File: src/rtl/eeld_pkg.sv
package eeld_pkg;
  typedef enum logic [1:0] {
    CAUSE_FULL = 2'b00,
    CAUSE_MAC  = 2'b01,
    CAUSE_ETH  = 2'b10,
    CAUSE_ETH2 = 2'b11
  } eeld_cause_e;

  localparam int unsigned AW         = 9;
  localparam int unsigned HDR_W      = 3;
  localparam logic [2:0]  RD_HDR     = 3'b110;
  localparam int unsigned CMD_W      = HDR_W + AW;      // 12
  localparam int unsigned FRAME_LEN  = CMD_W + 8;       // 20 clocks
  localparam int unsigned MAC_FIRST  = 1;
  localparam int unsigned MAC_LAST   = 6;
endpackage

File: src/rtl/eeld_clkdiv.sv
module eeld_clkdiv #(
  parameter int unsigned HALF = 63
) (
  input  logic clk_i,
  input  logic rst_ni,
  input  logic run_i,
  output logic tick_o
);
  localparam int unsigned CW = (HALF < 2) ? 1 : $clog2(HALF);
  localparam logic [CW-1:0] LAST = CW'(HALF - 1);

  logic [CW-1:0] cnt_q;

  assign tick_o = run_i && (cnt_q == LAST);

  always_ff @(posedge clk_i or negedge rst_ni) begin
    if (!rst_ni)                cnt_q <= '0;
    else if (!run_i || tick_o)  cnt_q <= '0;
    else                        cnt_q <= cnt_q + 1'b1;
  end
endmodule

File: src/rtl/eeld_xfer.sv
module eeld_xfer
  import eeld_pkg::*;
(
  input  logic          clk_i,
  input  logic          rst_ni,
  input  logic          tick_i,
  input  logic          req_i,
  input  logic [AW-1:0] addr_i,
  output logic          idle_o,
  output logic          run_o,
  output logic          cs_o,
  output logic          sclk_o,
  output logic          do_o,
  input  logic          di_i,
  output logic          vld_o,
  output logic [7:0]    data_o
);
  typedef enum logic [1:0] {X_IDLE, X_SHIFT, X_GAP} xst_e;

  xst_e             st_q;
  logic [4:0]       bit_q;
  logic             hi_q, gap_q, vld_q;
  logic [CMD_W-1:0] cmd_q;
  logic [7:0]       sh_q, data_q;

  localparam logic [4:0] DATA_FIRST = 5'(CMD_W);
  localparam logic [4:0] LAST_BIT   = 5'(FRAME_LEN - 1);

  always_ff @(posedge clk_i or negedge rst_ni) begin
    if (!rst_ni) begin
      st_q <= X_IDLE; bit_q <= '0; hi_q <= 1'b0; gap_q <= 1'b0;
      cmd_q <= '0; sh_q <= '0; data_q <= '0; vld_q <= 1'b0;
    end else begin
      vld_q <= 1'b0;
      unique case (st_q)
        X_IDLE: if (req_i) begin
          cmd_q <= {RD_HDR, addr_i};
          bit_q <= '0;
          hi_q  <= 1'b0;
          st_q  <= X_SHIFT;
        end
        X_SHIFT: if (tick_i) begin
          if (!hi_q) hi_q <= 1'b1;
          else begin
            hi_q  <= 1'b0;
            cmd_q <= cmd_q << 1;
            if (bit_q >= DATA_FIRST) sh_q <= {sh_q[6:0], di_i};
            if (bit_q == LAST_BIT) begin
              data_q <= {sh_q[6:0], di_i};
              vld_q  <= 1'b1;
              gap_q  <= 1'b0;
              st_q   <= X_GAP;
            end else bit_q <= bit_q + 1'b1;
          end
        end
        X_GAP: if (tick_i) begin
          if (gap_q) st_q <= X_IDLE;
          else       gap_q <= 1'b1;
        end
        default: st_q <= X_IDLE;
      endcase
    end
  end

  assign idle_o = (st_q == X_IDLE);
  assign run_o  = !idle_o;
  assign cs_o   = (st_q == X_SHIFT);
  assign sclk_o = hi_q;
  assign do_o   = cs_o & cmd_q[CMD_W-1];
  assign vld_o  = vld_q;
  assign data_o = data_q;
endmodule

File: src/rtl/eeld_cfg_byte.sv
module eeld_cfg_byte #(
  parameter int unsigned ADDR = 1,
  parameter logic [7:0]  DEF  = 8'h00
) (
  input  logic       clk_i,
  input  logic       rst_ni,
  input  logic       we_i,
  input  logic [8:0] waddr_i,
  input  logic [7:0] wdata_i,
  input  logic       restore_i,
  output logic [7:0] q_o
);
  always_ff @(posedge clk_i or negedge rst_ni) begin
    if (!rst_ni)                                 q_o <= DEF;
    else if (restore_i)                          q_o <= DEF;
    else if (we_i && (waddr_i == 9'(ADDR)))      q_o <= wdata_i;
  end
endmodule

File: src/rtl/eeld_store.sv
module eeld_store #(
  parameter int unsigned ETH_LAST  = 8,
  parameter int unsigned HUB_FIRST = 32,
  parameter int unsigned HUB_LAST  = 57,
  parameter logic [47:0] MAC_DEF   = 48'h0,
  parameter logic [8*(ETH_LAST-6)-1:0] ETH_DEF = '0,
  parameter logic [8*(HUB_LAST-HUB_FIRST+1)-1:0] HUB_DEF = '0
) (
  input  logic       clk_i,
  input  logic       rst_ni,
  input  logic       we_i,
  input  logic [8:0] waddr_i,
  input  logic [7:0] wdata_i,
  input  logic       rst_mac_i,
  input  logic       rst_eth_i,
  input  logic       rst_hub_i,
  output logic [47:0] mac_o,
  output logic [8*(ETH_LAST-6)-1:0] eth_o,
  output logic [8*(HUB_LAST-HUB_FIRST+1)-1:0] hub_o
);
  localparam int unsigned ETH_N = ETH_LAST - 6;
  localparam int unsigned HUB_N = HUB_LAST - HUB_FIRST + 1;

  for (genvar i = 0; i < 6; i++) begin : g_mac
    eeld_cfg_byte #(.ADDR(1 + i), .DEF(MAC_DEF[8*i +: 8])) u_b (
      .clk_i, .rst_ni, .we_i, .waddr_i, .wdata_i,
      .restore_i(rst_mac_i), .q_o(mac_o[8*i +: 8]));
  end
  for (genvar i = 0; i < ETH_N; i++) begin : g_eth
    eeld_cfg_byte #(.ADDR(7 + i), .DEF(ETH_DEF[8*i +: 8])) u_b (
      .clk_i, .rst_ni, .we_i, .waddr_i, .wdata_i,
      .restore_i(rst_eth_i), .q_o(eth_o[8*i +: 8]));
  end
  for (genvar i = 0; i < HUB_N; i++) begin : g_hub
    eeld_cfg_byte #(.ADDR(HUB_FIRST + i), .DEF(HUB_DEF[8*i +: 8])) u_b (
      .clk_i, .rst_ni, .we_i, .waddr_i, .wdata_i,
      .restore_i(rst_hub_i), .q_o(hub_o[8*i +: 8]));
  end
endmodule

File: src/rtl/eeprom_autoload.sv
module eeprom_autoload
  import eeld_pkg::*;
#(
  parameter int unsigned SCLK_HALF = 63,
  parameter int unsigned ETH_LAST  = 8,
  parameter int unsigned HUB_FIRST = 32,
  parameter int unsigned HUB_LAST  = 57,
  parameter logic [7:0]  SIGNATURE = 8'hA5,
  parameter logic [47:0] MAC_DEF   = 48'h0,
  parameter logic [8*(ETH_LAST-6)-1:0] ETH_DEF = '0,
  parameter logic [8*(HUB_LAST-HUB_FIRST+1)-1:0] HUB_DEF = '0
) (
  input  logic        clk_i,
  input  logic        rst_ni,
  input  logic        start_i,
  input  logic [1:0]  cause_i,
  output logic        busy_o,
  output logic        valid_o,
  output logic        ee_cs_o,
  output logic        ee_sclk_o,
  output logic        ee_do_o,
  input  logic        ee_di_i,
  output logic [47:0] mac_o,
  output logic [8*(ETH_LAST-6)-1:0] eth_cfg_o,
  output logic [8*(HUB_LAST-HUB_FIRST+1)-1:0] hub_cfg_o
);
  localparam logic [AW-1:0] A_MAC_END = AW'(MAC_LAST);
  localparam logic [AW-1:0] A_ETH_END = AW'(ETH_LAST);
  localparam logic [AW-1:0] A_HUB_BEG = AW'(HUB_FIRST);
  localparam logic [AW-1:0] A_HUB_END = AW'(HUB_LAST);

  typedef enum logic [1:0] {SQ_IDLE, SQ_ISSUE, SQ_WAIT} sq_e;

  sq_e         sq_q;
  eeld_cause_e cause_q;
  logic [AW-1:0] addr_q, addr_nxt, region_end;
  logic        sig_q, valid_q, is_last;
  logic        tick, xf_idle, xf_run, rd_vld, req;
  logic [7:0]  rd_data;
  logic        sig_bad, we;

  eeld_clkdiv #(.HALF(SCLK_HALF)) u_div (
    .clk_i, .rst_ni, .run_i(xf_run), .tick_o(tick));

  eeld_xfer u_xfer (
    .clk_i, .rst_ni, .tick_i(tick), .req_i(req), .addr_i(addr_q),
    .idle_o(xf_idle), .run_o(xf_run), .cs_o(ee_cs_o), .sclk_o(ee_sclk_o),
    .do_o(ee_do_o), .di_i(ee_di_i), .vld_o(rd_vld), .data_o(rd_data));

  assign req        = (sq_q == SQ_ISSUE) && xf_idle;
  assign region_end = (cause_q == CAUSE_MAC) ? A_MAC_END : A_ETH_END;
  assign is_last    = (cause_q == CAUSE_FULL) ? (addr_q == A_HUB_END) : (addr_q == region_end);
  assign addr_nxt   = ((cause_q == CAUSE_FULL) && (addr_q == A_ETH_END)) ? A_HUB_BEG : addr_q + 1'b1;
  assign sig_bad    = rd_vld && sig_q && (rd_data != SIGNATURE);
  assign we         = rd_vld && !sig_q;

  always_ff @(posedge clk_i or negedge rst_ni) begin
    if (!rst_ni) begin
      sq_q <= SQ_ISSUE; cause_q <= CAUSE_FULL; addr_q <= '0;
      sig_q <= 1'b1; valid_q <= 1'b0;
    end else begin
      unique case (sq_q)
        SQ_IDLE: if (start_i) begin
          cause_q <= eeld_cause_e'(cause_i);
          addr_q  <= '0;
          sig_q   <= 1'b1;
          valid_q <= 1'b0;
          sq_q    <= SQ_ISSUE;
        end
        SQ_ISSUE: if (xf_idle) sq_q <= SQ_WAIT;
        SQ_WAIT: if (rd_vld) begin
          if (sig_q) begin
            if (rd_data == SIGNATURE) begin
              sig_q  <= 1'b0;
              addr_q <= AW'(MAC_FIRST);
              sq_q   <= SQ_ISSUE;
            end else sq_q <= SQ_IDLE;
          end else if (is_last) begin
            valid_q <= 1'b1;
            sq_q    <= SQ_IDLE;
          end else begin
            addr_q <= addr_nxt;
            sq_q   <= SQ_ISSUE;
          end
        end
        default: sq_q <= SQ_IDLE;
      endcase
    end
  end

  eeld_store #(
    .ETH_LAST(ETH_LAST), .HUB_FIRST(HUB_FIRST), .HUB_LAST(HUB_LAST),
    .MAC_DEF(MAC_DEF), .ETH_DEF(ETH_DEF), .HUB_DEF(HUB_DEF)
  ) u_store (
    .clk_i, .rst_ni, .we_i(we), .waddr_i(addr_q), .wdata_i(rd_data),
    .rst_mac_i(sig_bad),
    .rst_eth_i(sig_bad && (cause_q != CAUSE_MAC)),
    .rst_hub_i(sig_bad && (cause_q == CAUSE_FULL)),
    .mac_o(mac_o), .eth_o(eth_cfg_o), .hub_o(hub_cfg_o));

  assign busy_o  = (sq_q != SQ_IDLE);
  assign valid_o = valid_q;
endmodule

File: config.mk
export PLATFORM = sky130hd
export DESIGN_NAME = eeprom_autoload
export DESIGN_NICKNAME = d
export VERILOG_FILES = /design/src/rtl/eeld_pkg.sv /design/src/rtl/eeld_clkdiv.sv /design/src/rtl/eeld_xfer.sv /design/src/rtl/eeld_cfg_byte.sv /design/src/rtl/eeld_store.sv /design/src/rtl/eeprom_autoload.sv
export SDC_FILE = /design/constraint.sdc
export NUM_CORES = 1
export LEC_CHECK = 0
export ABC_AREA = 1
export ABC_CLOCK_PERIOD_IN_PS = 4700
export BUFFER_PORTS_ARGS = -buffer_cell sky130_fd_sc_hd__buf_2
export CAP_MARGIN = 40
export CORE_ASPECT_RATIO = 1.5
export CORE_MARGIN = 2
export CORE_UTILIZATION = 45
export CTS_CLUSTER_DIAMETER = 120
export DETAILED_ROUTE_END_ITERATION = 12
export GPL_TIMING_DRIVEN = 0
export PLACE_DENSITY = 0.66
export SETUP_SLACK_MARGIN = 0.05
export SLEW_MARGIN = 30
export SYNTH_ARGS = -nofsm -noshare
export SYNTH_HDL_FRONTEND = slang
export SYNTH_HIERARCHICAL = 1
export SYNTH_SLANG_ARGS = --single-unit
File: constraint.sdc
create_clock -name clk_i -period 4.7 [get_ports clk_i]
set_input_delay 1.175 -clock clk_i [delete_from_list [all_inputs] [get_ports clk_i]]
set_output_delay 1.175 -clock clk_i [all_outputs]
set_load 0.01 [all_outputs]
==> run metrics <==
status finished, final reports clean; vias in the first global route 16000; fmax 312 MHz; Max rail drop VDD 281 uV; Residual DRC 0; fin nets about 2600; CTS root buf clkbuf_16; CP most frequent cell nand2_1; area leader, netlist dfrtp_1; final WL 53.7 mm; DRT Pass-1 Iters 6; Final Hold Viols 0; setup bufs post-CTS 0; CTS Sinks 330; Worst-path clk slew roughly 60 ps; core area 39300 um^2; worst endpoint required time just over 5000 ps; fin crit period 3200 ps; post-CTS sizing 0; XOR/XNOR Fraction of Synth Area 0.00195; WP buf/inv 6; Cells after Synth between 2000 and 2500; CTS Hold Bufs 0; dpl hpwl 35.5 mm; Cells after DPL between 3000 and 4000; main combinational cell family by area after synthesis simple AND/OR/NAND/NOR gates; initial antenna violation count 2; die area 41500 um^2; Syn Area/Cell 8.01 um^2; GRT overflow 0; Slew Limit Fails 0; Post-DRT Antenna Nets 0; number of synthesized flops with an enable pin 0; Leak Pwr 11.6 nW; final worst-path cycle share 0.681; WL/cell 17.3 um; count of input and output buffers 282; cell family with most CP delay simple AND/OR/NAND/NOR gates; slack of the critical path 1500 ps; synth top area cells dfrtp_1 (46%), nand3_1 (14%), nand2_1 (12%); Commonest cells post-synth nand2_1 (556), nand3_1 (517), dfrtp_1 (328), inv_1 (262), nor2_1 (140); Unique masters post-synth 35; CTS tree done; Synth Flop Type dfrtp_1; Post-DP Area just over 20000 um^2; Rel. slew slack 0.578; Slowest-stage cell, CP dfrtp_4; first-pass GRT wire length 85.7 mm; Max-cap violations 0; layout cells sized above 1 0.266; gpl congestion about 0.84; most frequent cell after synthesis nand2_1; power per cell area 264 nW/um^2; Area Growth Syn to Fin 21.7%; DR iter-0 viols 1382; pre-CTS WS 1480 ps; Yosys warnings 6; vias 16700; Critical Path Fanout Max 21; Die Y 249 um; proportion of synthesized area in mux cells 0; Final Cell Area about 22000 um^2; Std-Cell Rows just under 90; Mapped Nets 2251; Ports 283; Yosys reg bits 330; Synth Area in Compound Gates 0.0127; critical path cell sequence buf_12 -> inv_1 -> nand2_1 -> nor2_1 -> nand2_1 -> nand2_1 -> nor2_2 -> inv_1 -> nor2_4 -> buf_8 -> inv_1 -> buf_2 -> nand3_1 -> nand2_1; Final setup viols 0; clock skew 12.7 ps; Worst Max-Slew Pin Slew 633 ps; CTS Buf Count 35; crit path DAT 3610 ps; Worst path max stage delay 640 ps; Pwr Total 0.00576 W; routed vias/inst between 5 and 6; post-synthesis sequential area ratio 0.460; crit start category flip-flop; Adder-Cell Fraction of Synth Area 0.00418; die width 167 um; Initial Util 0.457; RSZ-0062 raised after global routing false; largest net degree at the start of global routing 88; H-tree Lvls 2; critical path endpoint category flip-flop; Final Non-Filler Cells 3109; Hold WC Path Type reg -> reg; synthesized area between 15000 and 20000 um^2; critical path class reg -> reg; Skew-Pair Late Insertion Delay 530 ps; Synth top area share 0.457; clk buf depth 3; post-synthesis simple-gate area fraction 0.442; asr flop ratio synth 1.00; global-route usage over all layers 0.253
==> placed cells by master, fill, tap and decap left out, types with 3 or more instances in the layout <==
master	count
nand3_1	517
buf_2	309
dfrtp_1	311
nand3_4	7
o21bai_1	3
nand2_4	11
nor2_2	47
buf_16	12
inv_1	262
o21ai_1	7
clkbuf_8	5
nor2_4	52
nand4_2	7
dfrtp_4	17
clkbuf_16	37
a21oi_1	4
bufinv_16	3
nand3_2	50
clkinv_2	4
xor2_1	3
nand4_1	85
nand2_1	556
clkbuf_1	9
inv_2	44
o21ai_0	6
nor2_8	16
buf_12	13
buf_6	4
clkbuf_4	10
ha_1	6
nand2_2	26
o21ai_2	10
nor2_1	137
==> final timing paths <==
check | from | end | slack, ps | cells past startpoint
setup / recovery | u_xfer/data_o[4]$_DFFE_PN0P_ | u_store/g_hub[6].u_b/q_o[0]$_DFFE_PN0P_ | 1500 | 14
hold / removal | u_xfer/sh_q[6]$_DFFE_PN0P_ | u_xfer/data_o[7]$_DFFE_PN0P_ | 470 | 2
setup reg to reg | u_xfer/data_o[4]$_DFFE_PN0P_ | u_store/g_hub[6].u_b/q_o[0]$_DFFE_PN0P_ | 1500 | 14
hold reg to reg | u_xfer/sh_q[6]$_DFFE_PN0P_ | u_xfer/data_o[7]$_DFFE_PN0P_ | 470 | 2
max in group asynchronous | rst_ni | u_store/g_hub[21].u_b/q_o[0]$_DFFE_PN0P_ | 3040 | 3
min in group asynchronous | rst_ni | u_store/g_eth[0].u_b/q_o[7]$_DFFE_PN0P_ | 560 | 1
==> cell type report <==
class | instances | area [um^2]
repair buffers | 308 | 2030
flip-flops and latches | 330 | 8320
inverters | 306 | 1150
diodes | 1 | 2.50
multi-input cells | 1560 | 8290
well taps | 500 | 626
fillers | 3612 | 17500
clock inverters | 10 | 134
plain buffers | 43 | 268
clock buffers | 51 | 1030
==> per-stage QoR <==
stage / setup TNS [ps] / util / hold WS [ps]
after global routing: 0 / 0.556 / 503
after detailed placement: 0 / 0.526 / 467
final: 0 / 0.556 / 472
after floorplan: 0 / - / 442
after CTS: 0 / 0.556 / 476
after global placement: -1814680 / 0.508 / 460
==> kinds of logic (layout without fill, tap and decap cells) <==
| group | Yosys count | after routing |
|---|---|---|
| simple gates | 1516 | 1516 |
| buf+inv | 349 | 718 |
| flops | 330 | 330 |
| compound gates | 34 | 34 |
| fa+ha+maj | 6 | 6 |
| xor+xnor | 4 | 4 |
| other cells | 0 | 1 |
==> state kept, by name (all words and copies together), names as in the netlist <==
name / cells
u_store/g_mac.u_b/q_o: 48
u_xfer/bit_q: 5
sq_q: 2
u_xfer/data_o: 8
valid_o: 1
sig_q: 1
u_xfer/sh_q: 7
u_store/g_eth.u_b/q_o: 16
u_div/cnt_q: 6
u_xfer/cmd_q: 12
u_xfer/gap_q: 1
addr_q: 9
u_store/g_hub.u_b/q_o: 208
u_xfer/sclk_o: 1
cause_q: 2
u_xfer/st_q: 2
u_xfer/vld_o: 1
==> routing by layer <==
metal,GRT usage,part of all wire,wire length (um)
met3,0.0368,0.058,3120
met1,0.310,0.40,21300
met5,0,0.00013,7
met4,0.115,0.043,2320
met2,0.439,0.50,27000
==> report_power, final <==
group	leakage (nW)	internal (W)	switching [W]
clock	0.565	0.00169	0.00115
combinational	6.50	0.0000140	0.0000612
sequential	4.52	0.00284	0.00000128
==> worst register-to-register path: cells and delay by family (launching register included) <==
kind	cells	cell delay [ps]
simple gates	8	1360
buf+inv	6	1090
flops	1	640
Note: power is estimated with default switching activity, not from simulation.
